### config.mk
export PLATFORM = sky130hd
export DESIGN_NAME = txoh_insert
export DESIGN_NICKNAME = d
export VERILOG_FILES = /design/src/rtl/txoh_pkg.sv /design/src/rtl/txoh_sched.sv /design/src/rtl/txoh_strobe.sv /design/src/rtl/txoh_mux.sv /design/src/rtl/txoh_insert.sv
export SDC_FILE = /design/constraint.sdc
export NUM_CORES = 1
export LEC_CHECK = 0
export BUFFER_PORTS_ARGS = -buffer_cell sky130_fd_sc_hd__buf_2
export CAP_MARGIN = 5
export CORE_AREA = 2 2 39 41
export CTS_BUF_LIST = sky130_fd_sc_hd__clkbuf_8 sky130_fd_sc_hd__clkbuf_16
export CTS_CLUSTER_DIAMETER = 50
export DETAILED_ROUTE_END_ITERATION = 8
export DIE_AREA = 0 0 41 43
export HOLD_SLACK_MARGIN = 0.03
export PLACE_DENSITY_LB_ADDON = 0.3
export RECOVER_POWER = 50
export SLEW_MARGIN = 20
export SYNTH_ARGS = -nofsm -noshare
export SYNTH_HDL_FRONTEND = slang
export SYNTH_SLANG_ARGS = --single-unit
export TNS_END_PERCENT = 100
### constraint.sdc
create_clock -name clk -period 3.2 [get_ports clk]
set_input_delay 0.48 -clock clk [delete_from_list [all_inputs] [get_ports clk]]
set_output_delay 0.48 -clock clk [all_outputs]
set_load 0.01 [all_outputs]
### src/rtl/txoh_pkg.sv
package txoh_pkg;

  typedef enum logic [1:0] {
    SLOT_PAY  = 2'd0,
    SLOT_INS  = 2'd1,
    SLOT_PROT = 2'd2
  } slot_e;

  // Frame schedule rule: overhead every 'stride' bits, every 'prot_every'-th
  // overhead slot (starting at the first) cannot be overwritten.
  function automatic slot_e slot_of(input int p, input int stride, input int prot_every);
    if ((p % stride) != 0)                  return SLOT_PAY;
    if (((p / stride) % prot_every) == 0)   return SLOT_PROT;
    return SLOT_INS;
  endfunction

endpackage

### src/rtl/txoh_sched.sv
module txoh_sched
  import txoh_pkg::*;
#(
  parameter int FRAME_LEN  = 24,
  parameter int OH_STRIDE  = 4,
  parameter int PROT_EVERY = 3
) (
  input  logic  clk,
  input  logic  rst,
  output slot_e cur_kind,
  output slot_e next_kind
);
  localparam int POS_W = (FRAME_LEN > 1) ? $clog2(FRAME_LEN) : 1;
  localparam logic [POS_W-1:0] LAST_POS = POS_W'(FRAME_LEN - 1);

  slot_e            kind_rom [FRAME_LEN];
  logic [POS_W-1:0] pos;
  logic [POS_W-1:0] pos_nxt;

  // Constant schedule table built at elaboration
  for (genvar i = 0; i < FRAME_LEN; i++) begin : g_rom
    assign kind_rom[i] = slot_of(i, OH_STRIDE, PROT_EVERY);
  end

  assign pos_nxt = (pos == LAST_POS) ? '0 : pos + 1'b1;

  always_ff @(posedge clk) begin
    if (rst) pos <= '0;
    else     pos <= pos_nxt;
  end

  assign cur_kind  = kind_rom[pos];
  assign next_kind = kind_rom[pos_nxt];

  AST_POS_WRAP: assert property (@(posedge clk) disable iff (rst)
    (pos == LAST_POS) |=> (pos == '0));
  AST_POS_RANGE: assert property (@(posedge clk) disable iff (rst)
    pos <= LAST_POS);

endmodule

### src/rtl/txoh_strobe.sv
module txoh_strobe
  import txoh_pkg::*;
(
  input  logic  clk,
  input  logic  rst,
  input  slot_e cur_kind,
  input  slot_e next_kind,
  output logic  oh_en,
  output logic  oh_clk
);

  always_ff @(posedge clk) begin
    if (rst) begin
      oh_en  <= 1'b0;
      oh_clk <= 1'b0;
    end else begin
      oh_en  <= (next_kind != SLOT_PAY);
      oh_clk <= (next_kind != SLOT_PAY);
    end
  end

  AST_EN_SINGLE: assert property (@(posedge clk) disable iff (rst)
    oh_en |=> !oh_en);
  AST_EN_ON_OH: assert property (@(posedge clk) disable iff (rst)
    oh_en |-> (cur_kind != SLOT_PAY));
  AST_CLK_WITH_EN: assert property (@(posedge clk) disable iff (rst)
    $rose(oh_clk) |-> oh_en);
  AST_CLK_LOW_PAY: assert property (@(posedge clk) disable iff (rst)
    (cur_kind == SLOT_PAY) |-> !oh_clk);

endmodule

### src/rtl/txoh_mux.sv
module txoh_mux
  import txoh_pkg::*;
(
  input  logic  clk,
  input  logic  rst,
  input  slot_e cur_kind,
  input  logic  oh_en,
  input  logic  pay_bit,
  input  logic  dflt_bit,
  input  logic  oh_ins,
  input  logic  oh_data,
  output logic  ser_out
);
  logic take;

  // Insert honoured only after the strobe was offered, on an insertable slot
  assign take = oh_en && (cur_kind == SLOT_INS) && oh_ins;

  always_ff @(posedge clk) begin
    if (rst) begin
      ser_out <= 1'b0;
    end else begin
      case (cur_kind)
        SLOT_PAY: ser_out <= pay_bit;
        SLOT_INS: ser_out <= take ? oh_data : dflt_bit;
        default:  ser_out <= dflt_bit;
      endcase
    end
  end

  AST_INS_TAKEN: assert property (@(posedge clk) disable iff (rst)
    (oh_en && cur_kind == SLOT_INS && oh_ins) |=> (ser_out == $past(oh_data)));
  AST_NO_REQ_DFLT: assert property (@(posedge clk) disable iff (rst)
    (cur_kind != SLOT_PAY && !oh_ins) |=> (ser_out == $past(dflt_bit)));
  AST_PROT_DFLT: assert property (@(posedge clk) disable iff (rst)
    (cur_kind == SLOT_PROT) |=> (ser_out == $past(dflt_bit)));
  AST_PAY_PASS: assert property (@(posedge clk) disable iff (rst)
    (cur_kind == SLOT_PAY) |=> (ser_out == $past(pay_bit)));

endmodule

### src/rtl/txoh_insert.sv
module txoh_insert
  import txoh_pkg::*;
#(
  parameter int FRAME_LEN  = 24,
  parameter int OH_STRIDE  = 4,
  parameter int PROT_EVERY = 3
) (
  input  logic clk,
  input  logic rst,
  input  logic pay_bit,
  input  logic dflt_bit,
  input  logic oh_ins,
  input  logic oh_data,
  output logic oh_en,
  output logic oh_clk,
  output logic ser_out
);
  slot_e cur_kind;
  slot_e next_kind;

  txoh_sched #(
    .FRAME_LEN (FRAME_LEN),
    .OH_STRIDE (OH_STRIDE),
    .PROT_EVERY(PROT_EVERY)
  ) u_sched (
    .clk      (clk),
    .rst      (rst),
    .cur_kind (cur_kind),
    .next_kind(next_kind)
  );

  txoh_strobe u_strobe (
    .clk      (clk),
    .rst      (rst),
    .cur_kind (cur_kind),
    .next_kind(next_kind),
    .oh_en    (oh_en),
    .oh_clk   (oh_clk)
  );

  txoh_mux u_mux (
    .clk     (clk),
    .rst     (rst),
    .cur_kind(cur_kind),
    .oh_en   (oh_en),
    .pay_bit (pay_bit),
    .dflt_bit(dflt_bit),
    .oh_ins  (oh_ins),
    .oh_data (oh_data),
    .ser_out (ser_out)
  );

  AST_RST_QUIET: assert property (@(posedge clk)
    $past(rst) |-> (!oh_en && !oh_clk && !ser_out));

endmodule

==> summary.txt <==
Status
  • Status: finished, final reports clean

Cells and area
  • Final nets: between 50 and 60
  • Share of cells above drive strength 1: 0.267
  • Post-route cell area: about 420 um2
  • Area delta synth->final: 30.4%
  • Ant diodes: 0

Timing
  • FMAX: between 800 and 900 MHz
  • Tmin final: 1.20 ns
  • Pins over their slew limit: 0
  • Setup tns final: 0 ns
  • Final WS setup: 2.00 ns
  • Slew @ Worst Pin: about 0.25 ns
  • Skew final: about 0.0032 ns
  • Final hold violation count: 0
  • Max_slew headroom: 0.832
  • Final setup viols: 0
  • Unrepaired setup endpoints after global routing: false
  • Final Cycle Share: 0.375

Synthesis
  • Share of the synthesized area in the top cell type: 0.436
  • Gate Count Post-Synth: 34
  • Ys flop type: dfxtp_1
  • #FFs+latches synth: 7
  • Commonest cells post-synth: dfxtp_1, a21oi_1, nor2_1
  • Seq/Total Area, Yosys: 0.436
  • Yosys top cell by area: dfxtp_1
  • Mapped Nets: 42
  • Syn avg cell area: ~9.5 um2
  • EDFF count, synth: 0
  • Async SR Flop Fraction: 0
  • Syn Std Cell Area: about 320 um2
  • Top-count cell post-synth: dfxtp_1
  • Dominant cells by area after synthesis: dfxtp_1, ha_1, a21oi_1
  • Yosys warning count: 0
  • Yosys cell types: 19

Floorplanning
  • FP Rows: 14
  • Core Region: approximately 0.0014 mm2
  • Die area: roughly 0.0018 mm2
  • Initial Util: 0.232
  • Die Height: 43 um
  • Die X: around 41 um
  • I/O Pins: 9

Worst setup path
  • Worst EP arrival: between 1 and 1.5 ns
  • Reg-to-Reg End: u_mux.ser_out$_SDFF_PP0_
  • Critical path class: flop to flop
  • Crit path required time: about 3.3 ns
  • Startpoint types: flop
  • Worst Path Max Fanout: 4
  • Worst Setup End Kind: flop
  • Reg-to-reg critical path startpoint: u_sched.pos[0]$_SDFF_PP0_
  • R2r worst-path depth: 4
  • FF-to-FF setup slack: roughly 2.0 ns

Drt
  • WL/cell: 9.93 um
  • DR iter-0 viols: 3
  • Initial DRT Pass Iterations: 4
  • DRC violations left: 0
  • Post-route antenna net violation count: 0
  • Total number of vias: 274
  • Vias/cell: ~4.5
  • DRT Wirelength: roughly 610 um

Power
  • Max VDD drop: between 150 and 200 uV
  • Total power: around 0.24 mW
  • Switch Pwr: just over 0.05 mW
  • Flop pwr share: 0.404
  • Switching Share: 0.216
  • Power Dens Cells: ~570 mW/mm2
  • Logic pwr share: 0.091
  • Leakage: approximately 0.19 nW
  • Clock Power Share: 0.504
  • Internal power: approximately 0.19 mW

Clock network
  • CTS tree: done
  • CTS resizes: 0
  • H-tree Lvls: 1
  • Cts bufs inserted: 3
  • Clk root buf: clkbuf_8
  • CTS max path bufs: 2
  • Worst-Skew Late Latency: 0.23 ns
  • # hold bufs at CTS: 0
  • Clk sink count: 7
  • CTS clk-pin slew, worst paths: 0.04 ns
  • # Post-CTS Setup Buffers: 0

Min path
  • Worst Hold Depth: 1
  • End of the worst hold path: u_sched.pos[0]$_SDFF_PP0_
  • Min-delay worst type: flop to flop
  • Hold Path Origin: u_sched.pos[0]$_SDFF_PP0_

Global routing
  • GR Overflow Total: 0
  • Number of global-route vias before repair: about 240
  • Initial antenna violation count: 0
  • First-pass GRT wire length: roughly 920 um
  • Total Routing Usage GR: 0.0854
  • Largest net degree at the start of global routing: 8

Placed design
  • Dpl ws: roughly 1.9 ns
  • Placed Area: roughly 370 um2
  • Count of input and output buffers: 8
  • GPL Wtd Cong: 0.672

Run
  • Max Cap Viol: 0
[cell families after synthesis]
family                   after synthesis  synth area share
AO/OA/AOI/OAI                          5            0.0778
XOR/XNOR                               2            0.0545
adder cells (fa/ha/maj)                2            0.0778
buffers and inverters                  3            0.0467
flip-flops                             7             0.436
multiplexers                           1            0.0311
AND/OR/NAND/NOR                       14             0.276
[through the flow]
step	instances	hold WS [ns]	utilization
after global placement	57	0.479	0.270
after CTS	61	0.490	0.303
final	61	0.480	0.303
after detailed placement	57	0.488	0.270
after floorplan	34	0.448	-
after global routing	61	0.521	0.303
[worst max path at each step]
| stage | start | endpoint | slack (ns) | depth (start not counted) |
|---|---|---|---|---|
| finish | u_sched.pos[0]$_SDFF_PP0_ | u_mux.ser_out$_SDFF_PP0_ | 2.00 | 4 |
| global route | u_sched.pos[0]$_SDFF_PP0_ | u_mux.ser_out$_SDFF_PP0_ | 1.88 | 4 |
| CTS | u_strobe.oh_en$_SDFF_PP0_ | oh_clk | 1.99 | 1 |
| detailed placement | dflt_bit | u_mux.ser_out$_SDFF_PP0_ | 1.95 | 3 |
| global placement | dflt_bit | u_mux.ser_out$_SDFF_PP0_ | 1.94 | 3 |
| floorplan | u_sched.pos[0]$_SDFF_PP0_ | u_mux.ser_out$_SDFF_PP0_ | 2.08 | 5 |
[power by group through the flow]
stage	Clock, mW	Combinational, mW	Sequential [mW]
2_1_floorplan	0	0.0132	0.0982
3_3_place_gp	0	0.0221	0.0980
3_5_place_dp	0	0.0220	0.0982
4_1_cts	0.124	0.0221	0.0967
5_1_grt	0.130	0.0248	0.0976
6_report	0.120	0.0218	0.0965
[per-layer routing]
metal	global-route usage	up-vias	part of all wire
li1	-	138	-
met1	0.0806	125	0.45
met2	0.122	11	0.46
met3	0.0785	0	0.092
met4	0.0400	0	0
met5	0	-	0
[registers in the layout, indices dropped and copies added, names as in the netlist]
register and cells:
u_sched.pos 5, u_mux.ser_out 1, u_strobe.oh_en 1
[worst max-delay path, stage by stage (launching register included)]
cell and delay [ns]:
dfxtp_1 0.32, inv_1 0.06, ha_1 0.19, nor4b_1 0.25, and4bb_2 0.27
[final cells by class]
cell class	instances	area [um2]
clock buffers	3	41.3
clock inverters	1	3.75
fillers	143	965
inverters	2	7.51
multi-input cells	24	166
flip-flops and latches	7	140
well taps	16	20.0
repair buffers	8	40.0
[cells in the final DEF (no fill, tap or decap)]
| cell type | count |
|---|---|
| ha_1 | 2 |
| inv_1 | 3 |
| nand2_1 | 2 |
| xnor2_1 | 1 |
| nor3b_1 | 1 |
| o21ai_0 | 1 |
| buf_2 | 8 |
| dfxtp_1 | 7 |
| mux2i_1 | 1 |
| and4bb_2 | 1 |
| clkbuf_8 | 3 |
| a21oi_1 | 4 |
| nor2_1 | 3 |
| nor3_1 | 1 |
| nor4b_1 | 1 |
| nand3_1 | 1 |
| nor2b_1 | 2 |
| nand4b_1 | 1 |
| xor2_1 | 1 |
| and4b_1 | 1 |
Note: power is estimated with default switching activity, not from simulation.
